## config.mk

```make
export PLATFORM = sky130hd
export DESIGN_NAME = seq_divider
export DESIGN_NICKNAME = d
export VERILOG_FILES = /design/src/rtl/seq_div_pkg.sv /design/src/rtl/div_trial_sub.sv /design/src/rtl/div_ctrl.sv /design/src/rtl/div_datapath.sv /design/src/rtl/seq_divider.sv
export SDC_FILE = /design/constraint.sdc
export NUM_CORES = 1
export LEC_CHECK = 0
export ABC_AREA = 1
export BUFFER_PORTS_ARGS = -buffer_cell sky130_fd_sc_hd__clkbuf_2
export CAP_MARGIN = 20
export CORE_MARGIN = 2
export CORE_UTILIZATION = 40
export CTS_CLUSTER_DIAMETER = 200
export CTS_CLUSTER_SIZE = 25
export DETAILED_ROUTE_END_ITERATION = 16
export GPL_ROUTABILITY_DRIVEN = 1
export PLACE_DENSITY = 0.6
export SYNTH_ARGS = -nofsm -noshare
export SYNTH_HDL_FRONTEND = slang
export SYNTH_SLANG_ARGS = --single-unit
```

## constraint.sdc

```tcl
create_clock -name clk -period 3.1 [get_ports clk]
set_input_delay 0.155 -clock clk [delete_from_list [all_inputs] [get_ports clk]]
set_output_delay 0.155 -clock clk [all_outputs]
set_load 0.03 [all_outputs]
```

## src/rtl/seq_div_pkg.sv

```systemverilog
package seq_div_pkg;
  typedef enum logic [1:0] {
    ST_IDLE  = 2'd0,
    ST_ALIGN = 2'd1,
    ST_STEP  = 2'd2,
    ST_FIX   = 2'd3
  } div_state_e;
endpackage

```

## src/rtl/div_trial_sub.sv

```systemverilog
// Trial subtraction of the divisor from a (W+1)-bit partial remainder.
// The partial remainder is always below twice the divisor, so a W+1 bit
// result is enough: its top bit is the borrow, its low W bits the difference.
module div_trial_sub #(
  parameter int W = 32
) (
  input  logic [W:0]   part_i,
  input  logic [W-1:0] dvs_i,
  output logic [W-1:0] diff_o,
  output logic         borrow_o
);
  logic [W:0] wide;

  assign wide     = part_i - {1'b0, dvs_i};
  assign borrow_o = wide[W];
  assign diff_o   = wide[W-1:0];
endmodule

```

## src/rtl/div_ctrl.sv

```systemverilog
module div_ctrl
  import seq_div_pkg::*;
#(
  parameter int W = 32
) (
  input  logic clk,
  input  logic rst,
  input  logic start_i,
  input  logic zero_dvs_i,
  output logic load_o,
  output logic align_o,
  output logic step_o,
  output logic fix_o,
  output logic busy_o,
  output logic done_o,
  output logic dz_o
);
  localparam int CNT_W = (W > 1) ? $clog2(W) : 1;
  localparam logic [CNT_W-1:0] LAST_STEP = CNT_W'(W - 1);

  div_state_e       state_q;
  logic [CNT_W-1:0] cnt_q;
  logic             accept;

  assign accept  = start_i && (state_q == ST_IDLE);
  assign load_o  = accept;
  assign align_o = (state_q == ST_ALIGN);
  assign step_o  = (state_q == ST_STEP);
  assign fix_o   = (state_q == ST_FIX);

  always_ff @(posedge clk) begin
    if (rst) begin
      state_q <= ST_IDLE;
      cnt_q   <= '0;
    end else begin
      case (state_q)
        ST_IDLE:  if (accept && !zero_dvs_i) state_q <= ST_ALIGN;
        ST_ALIGN: begin
          state_q <= ST_STEP;
          cnt_q   <= '0;
        end
        ST_STEP: begin
          cnt_q <= cnt_q + 1'b1;
          if (cnt_q == LAST_STEP) state_q <= ST_FIX;
        end
        ST_FIX:   state_q <= ST_IDLE;
        default:  state_q <= ST_IDLE;
      endcase
    end
  end

  always_ff @(posedge clk) begin
    if (rst) begin
      busy_o <= 1'b0;
      done_o <= 1'b0;
      dz_o   <= 1'b0;
    end else begin
      done_o <= fix_o || (accept && zero_dvs_i);
      if (accept) begin
        busy_o <= !zero_dvs_i;
        dz_o   <= zero_dvs_i;
      end else if (fix_o) begin
        busy_o <= 1'b0;
      end
    end
  end
endmodule

```

## src/rtl/div_datapath.sv

```systemverilog
// Combined remainder/quotient register: hi_q holds the partial remainder
// with one guard bit, lo_q holds dividend bits that are being replaced by
// quotient bits.
module div_datapath #(
  parameter int W = 32
) (
  input  logic         clk,
  input  logic         rst,
  input  logic         load_i,
  input  logic         align_i,
  input  logic         step_i,
  input  logic         fix_i,
  input  logic [W-1:0] dividend_i,
  input  logic [W-1:0] divisor_i,
  output logic [W-1:0] remainder_o,
  output logic [W-1:0] quotient_o
);
  logic [W:0]   hi_q;
  logic [W-1:0] lo_q;
  logic [W-1:0] dvs_q;
  logic [W-1:0] diff;
  logic         borrow;
  logic [W-1:0] kept;

  div_trial_sub #(.W(W)) u_trial (
    .part_i   (hi_q),
    .dvs_i    (dvs_q),
    .diff_o   (diff),
    .borrow_o (borrow)
  );

  // Restore by selection: on a borrow the old partial remainder survives.
  assign kept = borrow ? hi_q[W-1:0] : diff;

  always_ff @(posedge clk) begin
    if (rst) begin
      hi_q  <= '0;
      lo_q  <= '0;
      dvs_q <= '0;
    end else if (load_i) begin
      hi_q  <= '0;
      lo_q  <= dividend_i;
      dvs_q <= divisor_i;
    end else if (align_i) begin
      hi_q  <= {hi_q[W-1:0], lo_q[W-1]};
      lo_q  <= {lo_q[W-2:0], 1'b0};
    end else if (step_i) begin
      hi_q  <= {kept, lo_q[W-1]};
      lo_q  <= {lo_q[W-2:0], ~borrow};
    end else if (fix_i) begin
      hi_q  <= {1'b0, hi_q[W:1]};
    end
  end

  assign remainder_o = hi_q[W-1:0];
  assign quotient_o  = lo_q;
endmodule

```

## src/rtl/seq_divider.sv

```systemverilog
module seq_divider #(
  parameter int W = 32
) (
  input  logic         clk,
  input  logic         rst,
  input  logic         start_i,
  input  logic [W-1:0] dividend_i,
  input  logic [W-1:0] divisor_i,
  output logic         busy_o,
  output logic         done_o,
  output logic         div_zero_o,
  output logic [W-1:0] remainder_o,
  output logic [W-1:0] quotient_o
);
  logic load, align, step, fix;
  logic zero_dvs;

  assign zero_dvs = (divisor_i == '0);

  div_ctrl #(.W(W)) u_ctrl (
    .clk        (clk),
    .rst        (rst),
    .start_i    (start_i),
    .zero_dvs_i (zero_dvs),
    .load_o     (load),
    .align_o    (align),
    .step_o     (step),
    .fix_o      (fix),
    .busy_o     (busy_o),
    .done_o     (done_o),
    .dz_o       (div_zero_o)
  );

  div_datapath #(.W(W)) u_dp (
    .clk         (clk),
    .rst         (rst),
    .load_i      (load),
    .align_i     (align),
    .step_i      (step),
    .fix_i       (fix),
    .dividend_i  (dividend_i),
    .divisor_i   (divisor_i),
    .remainder_o (remainder_o),
    .quotient_o  (quotient_o)
  );
endmodule

```

; After elaboration in Yosys (flattened, before gate mapping)
; Index checks and enable logic that the tools add are counted.
[totals]
register_bits = 107
in_bits = 67
output_inout_bits = 67
wordCells = 43
[classes]
addsub = 2
eq_ne = 6
muxes = 13
bitwise_logic = 1
n_reduce_logical = 13
[ops]
columns = operator, count
row1 = 32-bit two-way mux, 4
row2 = 33-bit two-way mux, 3
row3 = 33-bit by 32-bit subtractor with 33-bit output, 1
row4 = 32-bit logical NOT, 1
row5 = 5-bit one-hot mux with 2 select lines, 1
row6 = 2-bit one-hot mux with 4 select lines, 1
row7 = 3-bit nonzero test, 2
row8 = 5-bit by 1-bit adder with 5-bit output (second input constant), 1
row9 = 5-bit equality test (second input constant), 1
row10 = 2-bit equality test (second input constant), 2
row11 = 2-bit two-way mux, 2
row12 = 2-bit nonzero test, 2
row13 = 1-bit logical AND, 3
row14 = 2-bit by 1-bit equality test with 1-bit output (second input constant), 1
row15 = 2-bit logical NOT, 1
row16 = 1-bit two-way mux, 2
row17 = 2-bit by 1-bit inequality test with 1-bit output (second input constant), 1
row18 = 2-bit inequality test (second input constant), 1
row19 = 2-bit AND reduction, 1
row20 = 2-bit OR reduction, 1
row21 = 1-bit logical NOT, 1
row22 = 1-bit logical OR, 1
row23 = 1-bit inverter, 1

; Longest topological paths before layout
[depth]
depth_word = 5
mapped_depth = 19
mapped_depth_nobuf = 18

; Cells and area by module
; A second synthesis with hierarchy kept.
[unflattened]
cells_unflattened = 1424
hier_area_um2 = 8182.8
[by_module_without_submodules]
columns = mod, instances, cells_each, area_each_um2, seq_area_each_um2
row1 = div_datapath, 1, 770, 4941.0, 1941.9
row2 = div_trial_sub, 1, 558, 2600.0, 0.0
row3 = div_ctrl, 1, 65, 525.5, 200.2
row4 = seq_divider, 1, 31, 116.4, 0.0

; Least setup slack after synthesis
; No wires, ideal clock.
[synth_timing]
path_kind = register to register
startpoint = register u_dp.hi_q[0]
endpoint = register u_dp.hi_q[12]
setup_time_ns = 0.125
t_arrival_ns = 2.196
required_time_ns = 2.975
slack_ns = 0.779
stages_incl_launch_ff = 20
n_path_buf = 2
period_less_slack_ns = 2.321
cell_sequence = dfxtp_1 inv_1 ha_1 fa_1 inv_1 nand2_1 nand2_1 nand3_1 nand2_2 nand2_1 nand2_2 nand2_2 nand2_1 nand2_2 nand2_2 buf_6 buf_8 nand2_2 nand3_2 a21oi_2
[synth_via]
elab_chain_cells = 4
[synth_rtl]
columns = item, line_no
row1 = from (decl), div_datapath.sv:18  ; logic [W:0] hi_q;
row2 = from (signal assigned), div_datapath.sv:45  ; hi_q <= {hi_q[W-1:0], lo_q[W-1]};
row3 = from (signal assigned), div_datapath.sv:48  ; hi_q <= {kept, lo_q[W-1]};
row4 = from (signal assigned), div_datapath.sv:51  ; hi_q <= {1'b0, hi_q[W:1]};
row5 = 33-bit by 32-bit subtractor with 33-bit output, div_trial_sub.sv:14  ; assign wide = part_i - {1'b0, dvs_i};
row6 = 32-bit two-way mux, div_datapath.sv:33  ; assign kept = borrow ? hi_q[W-1:0] : diff;
row7 = 33-bit two-way mux, div_datapath.sv:47  ; end else if (step_i) begin
row8 = 33-bit two-way mux, div_datapath.sv:44  ; end else if (align_i) begin
; No other way between the ends.
; A chain may end at the register's enable or synchronous reset.

; Worst setup path in the final report
[layout_timing]
startpoint = register u_dp.hi_q[0]
endpoint = register u_dp.hi_q[2]
; Same word-level chain as after synthesis.

==> flow_summary_export.csv <==
group,metric,value,unit
clock_network,htree_levels,3,
synthesis,syn_nets,1449,
placed_design,place_hpwl,18.4,mm
floorplan,io-pin-count,134,
timing,tns,0,ns
timing,worstMarginPinSlew,0.819,ns
finish,n_antenna_cell,0,
route,wl,23.8,mm
finish,multi_input_area,0.00449,mm^2
floorplan,dieArea,0.0216,mm^2
timing,rsz0062_at_grt,"false",
hold_path,hp-class,"input pin to register",
grt,grt_pass1_vias,7959,
synthesis,yosys.cell_count.top_type,"nand2_1",
timing,final_hold_viol_count,0,
worst_setup_path,critical-path-top-delay-family,"simple AND/OR/NAND/NOR gates",
worst_setup_path,crit_start,"u_dp.hi_q[0]",
worst_setup_path,critPathCaptureType,"register",
route,route.detailed.drc,0,
run,max-cap-violations,0,
finish,seq_area,0.00214,mm^2
worst_setup_path,crit_fanout,17,
finish,nFillCells,2248,
clock_network,postCtsSetupRepairBufs,0,
floorplan,core-area,0.0202,mm^2
clock_network,cts_tree,"done",
route,drt_iter0_markers,400,
worst_setup_path,cp_common_cell,"nand2_1",
clock_network,postCtsHoldBufs,0,
timing,relSlewSlack,0.454,
clock_network,clockBufferDepth,2,
worst_setup_path,r2r-start,"u_dp.hi_q[0]",
timing,drv_slew,0,
clock_network,root_buffer,"clkbuf_16",
route,dr.pass1.iters,5,
timing,setup-violations-final,0,
worst_setup_path,endpoint,"u_dp.hi_q[2]",
worst_setup_path,r2r-end,"u_dp.hi_q[2]",
timing,max_freq,0.358,GHz
outcome,outcome,"completed",
timing,fin_crit_sh,0.901,
synthesis,synth_area_leaders,"dfxtp_1 26%, nand2_1 18%, inv_1 13%",
grt,grt_use_total,0.225,
grt,antenna_found_initial,0,
worst_setup_path,crit_buf_inv,3,
floorplan,rows,52,
synthesis,synth_warnings,0,
worst_setup_path,path_cells,"inv_1, ha_1, fa_1, inv_1, nand2_1, nand2_1, nand3_1, nand2_2, nand2_1, nand2_2, nand2_2, nand2_1, nand2_1, nand2_2, buf_12, nand2_1, nand3_1, a21oi_1",
placed_design,io_buffers,133,
clock_network,clk_transition_reported_paths,0.09,ns
synthesis,synth_top_area_share,0.262,
finish,layout.nets,1534,
worst_setup_path,rrSetupSlack,0.31,ns
synthesis,synth_cell_types,37,
worst_setup_path,critical_path_class,"register to register",
grt,grt_pass1_wl,39.4,mm
synthesis,synth-main-ff-cell,"dfxtp_1",
route,ant_nets,0,
worst_setup_path,cp_slowest_cell,"fa_1",
synthesis,synth_area,0.00819,mm^2
floorplan,dieWidth,147,um
clock_network,ctsResizeCount,0,
worst_setup_path,cp_num_cells,18,
finish,drive_gt1_frac,0.161,
worst_setup_path,slowest_delay,0.40,ns
route,avgRoutedWirePerCell,14.0,um
synthesis,ys_async_sr_fraction,0,
clock_network,cts_made_buffers,9,
synthesis,synth_edf_count,0,
synthesis,yosys-top-cells-count,"390 x nand2_1, 287 x inv_1, 107 x dfxtp_1",
synthesis,synthCells,1342,
synthesis,ys_seq_area_frac,0.262,
synthesis,syn_avg_cell_area,6.10,um^2
grt,grt_max_degree,66,
clock_network,clock_latency,0.37,ns
finish,area_growth,12.7,%
timing,skew,0.0118,ns
clock_network,cts_sinks,107,
synthesis,ys_ff_latch,107,
grt,grt-ovfl-total,0,
worst_setup_path,crit_arrival,3.05,ns
worst_setup_path,r2r.worst_path.cells,18,
timing,post-route-min-period,2.79,ns
worst_setup_path,worstPathRequired,3.36,ns
worst_setup_path,critPathLaunchType,"register",
floorplan,start_util,0.406,
placed_design,place_congestion,0.949,
route,via_per_inst,4.83,
floorplan,die_y,147,um
synthesis,synth_top_area_cell,"dfxtp_1",
route,vias,8226,
## how the worst min path moves through the flow
stage               cells after the start  slack (ns)                  end            from
floorplan                               2        0.32        u_dp.dvs_q[0]    divisor_i[0]
global placement                        3        0.42  u_dp.quotient_o[13]  dividend_i[13]
detailed placement                      3        0.43   u_dp.quotient_o[0]   dividend_i[0]
CTS                                     3        0.02  u_dp.quotient_o[13]  dividend_i[13]
global route                            3        0.04  u_dp.quotient_o[30]  dividend_i[30]
finish                                  3        0.04   u_dp.quotient_o[0]   dividend_i[0]
## final cells by class
class | count | share of cell area
tap | 270 | 0.0366
inverter | 295 | 0.120
timing repair buffer | 154 | 0.0906
multi-input combinational | 860 | 0.487
clock buffer | 9 | 0.0244
sequential | 107 | 0.232
clock inverter | 7 | 0.00963
## cell usage in the layout, fill, tap and decap left out, drive strengths merged, types with 14 or more instances in the layout
cell | netlist | layout
o21ai | 68 | 68
inv | 291 | 295
nand2 | 410 | 410
o221ai | 24 | 24
a21oi | 81 | 81
dfxtp | 107 | 107
ha | 39 | 39
nand3 | 66 | 66
clkbuf | 34 | 142
a221oi | 27 | 27
xor2 | 14 | 14
nor2 | 78 | 78
buf | 46 | 21
## cells by family after synthesis
| group | after synthesis | share of synthesized area |
|---|---|---|
| DFF | 107 | 0.262 |
| and+or+nand+nor | 591 | 0.306 |
| xor gates and xnor gates | 15 | 0.0160 |
| AOI/OAI and AO/OA | 214 | 0.163 |
| buffers and inverters | 375 | 0.191 |
| adders and majority gates | 40 | 0.0621 |
## through the flow
step / hold WS [ns] / setup slack [ns] / util / cells / instance area [um^2]
floorplan: 0.322 / 0.779 / - / 1342 / 8190
global placement: 0.419 / 0.409 / 0.442 / 1686 / 8910
detailed placement: 0.432 / 0.337 / 0.442 / 1686 / 8910
CTS: 0.0173 / 0.331 / 0.458 / 1702 / 9230
global route: 0.0428 / 0.0598 / 0.458 / 1702 / 9230
finish: 0.0369 / 0.307 / 0.458 / 1702 / 9230
## per-layer routing
layer,GRT usage,up-vias,wire [um]
met5,0,-,0
met2,0.364,185,10600
met4,0.0832,0,631
met3,0.0488,35,1390
li1,-,4326,-
met1,0.295,3680,11200
## tightest hold or removal path: cells and delay by family
kind | cells | cell delay, ns
AOI/OAI and AO/OA | 1 | 0.07
buffers and inverters | 1 | 0.08
and+or+nand+nor | 1 | 0.05
## flip-flops by register name (all words and copies together), names as in the netlist
| register | count |
|---|---|
| u_ctrl.done_o | 1 |
| u_ctrl.busy_o | 1 |
| u_ctrl.dz_o | 1 |
| u_dp.quotient_o | 32 |
| u_ctrl.cnt_q | 5 |
| u_dp.hi_q | 33 |
| u_ctrl.state_q | 2 |
| u_dp.dvs_q | 32 |
Power is not shown: default switching activity piles up to over one toggle a cycle in this logic, so the estimate is an artifact.
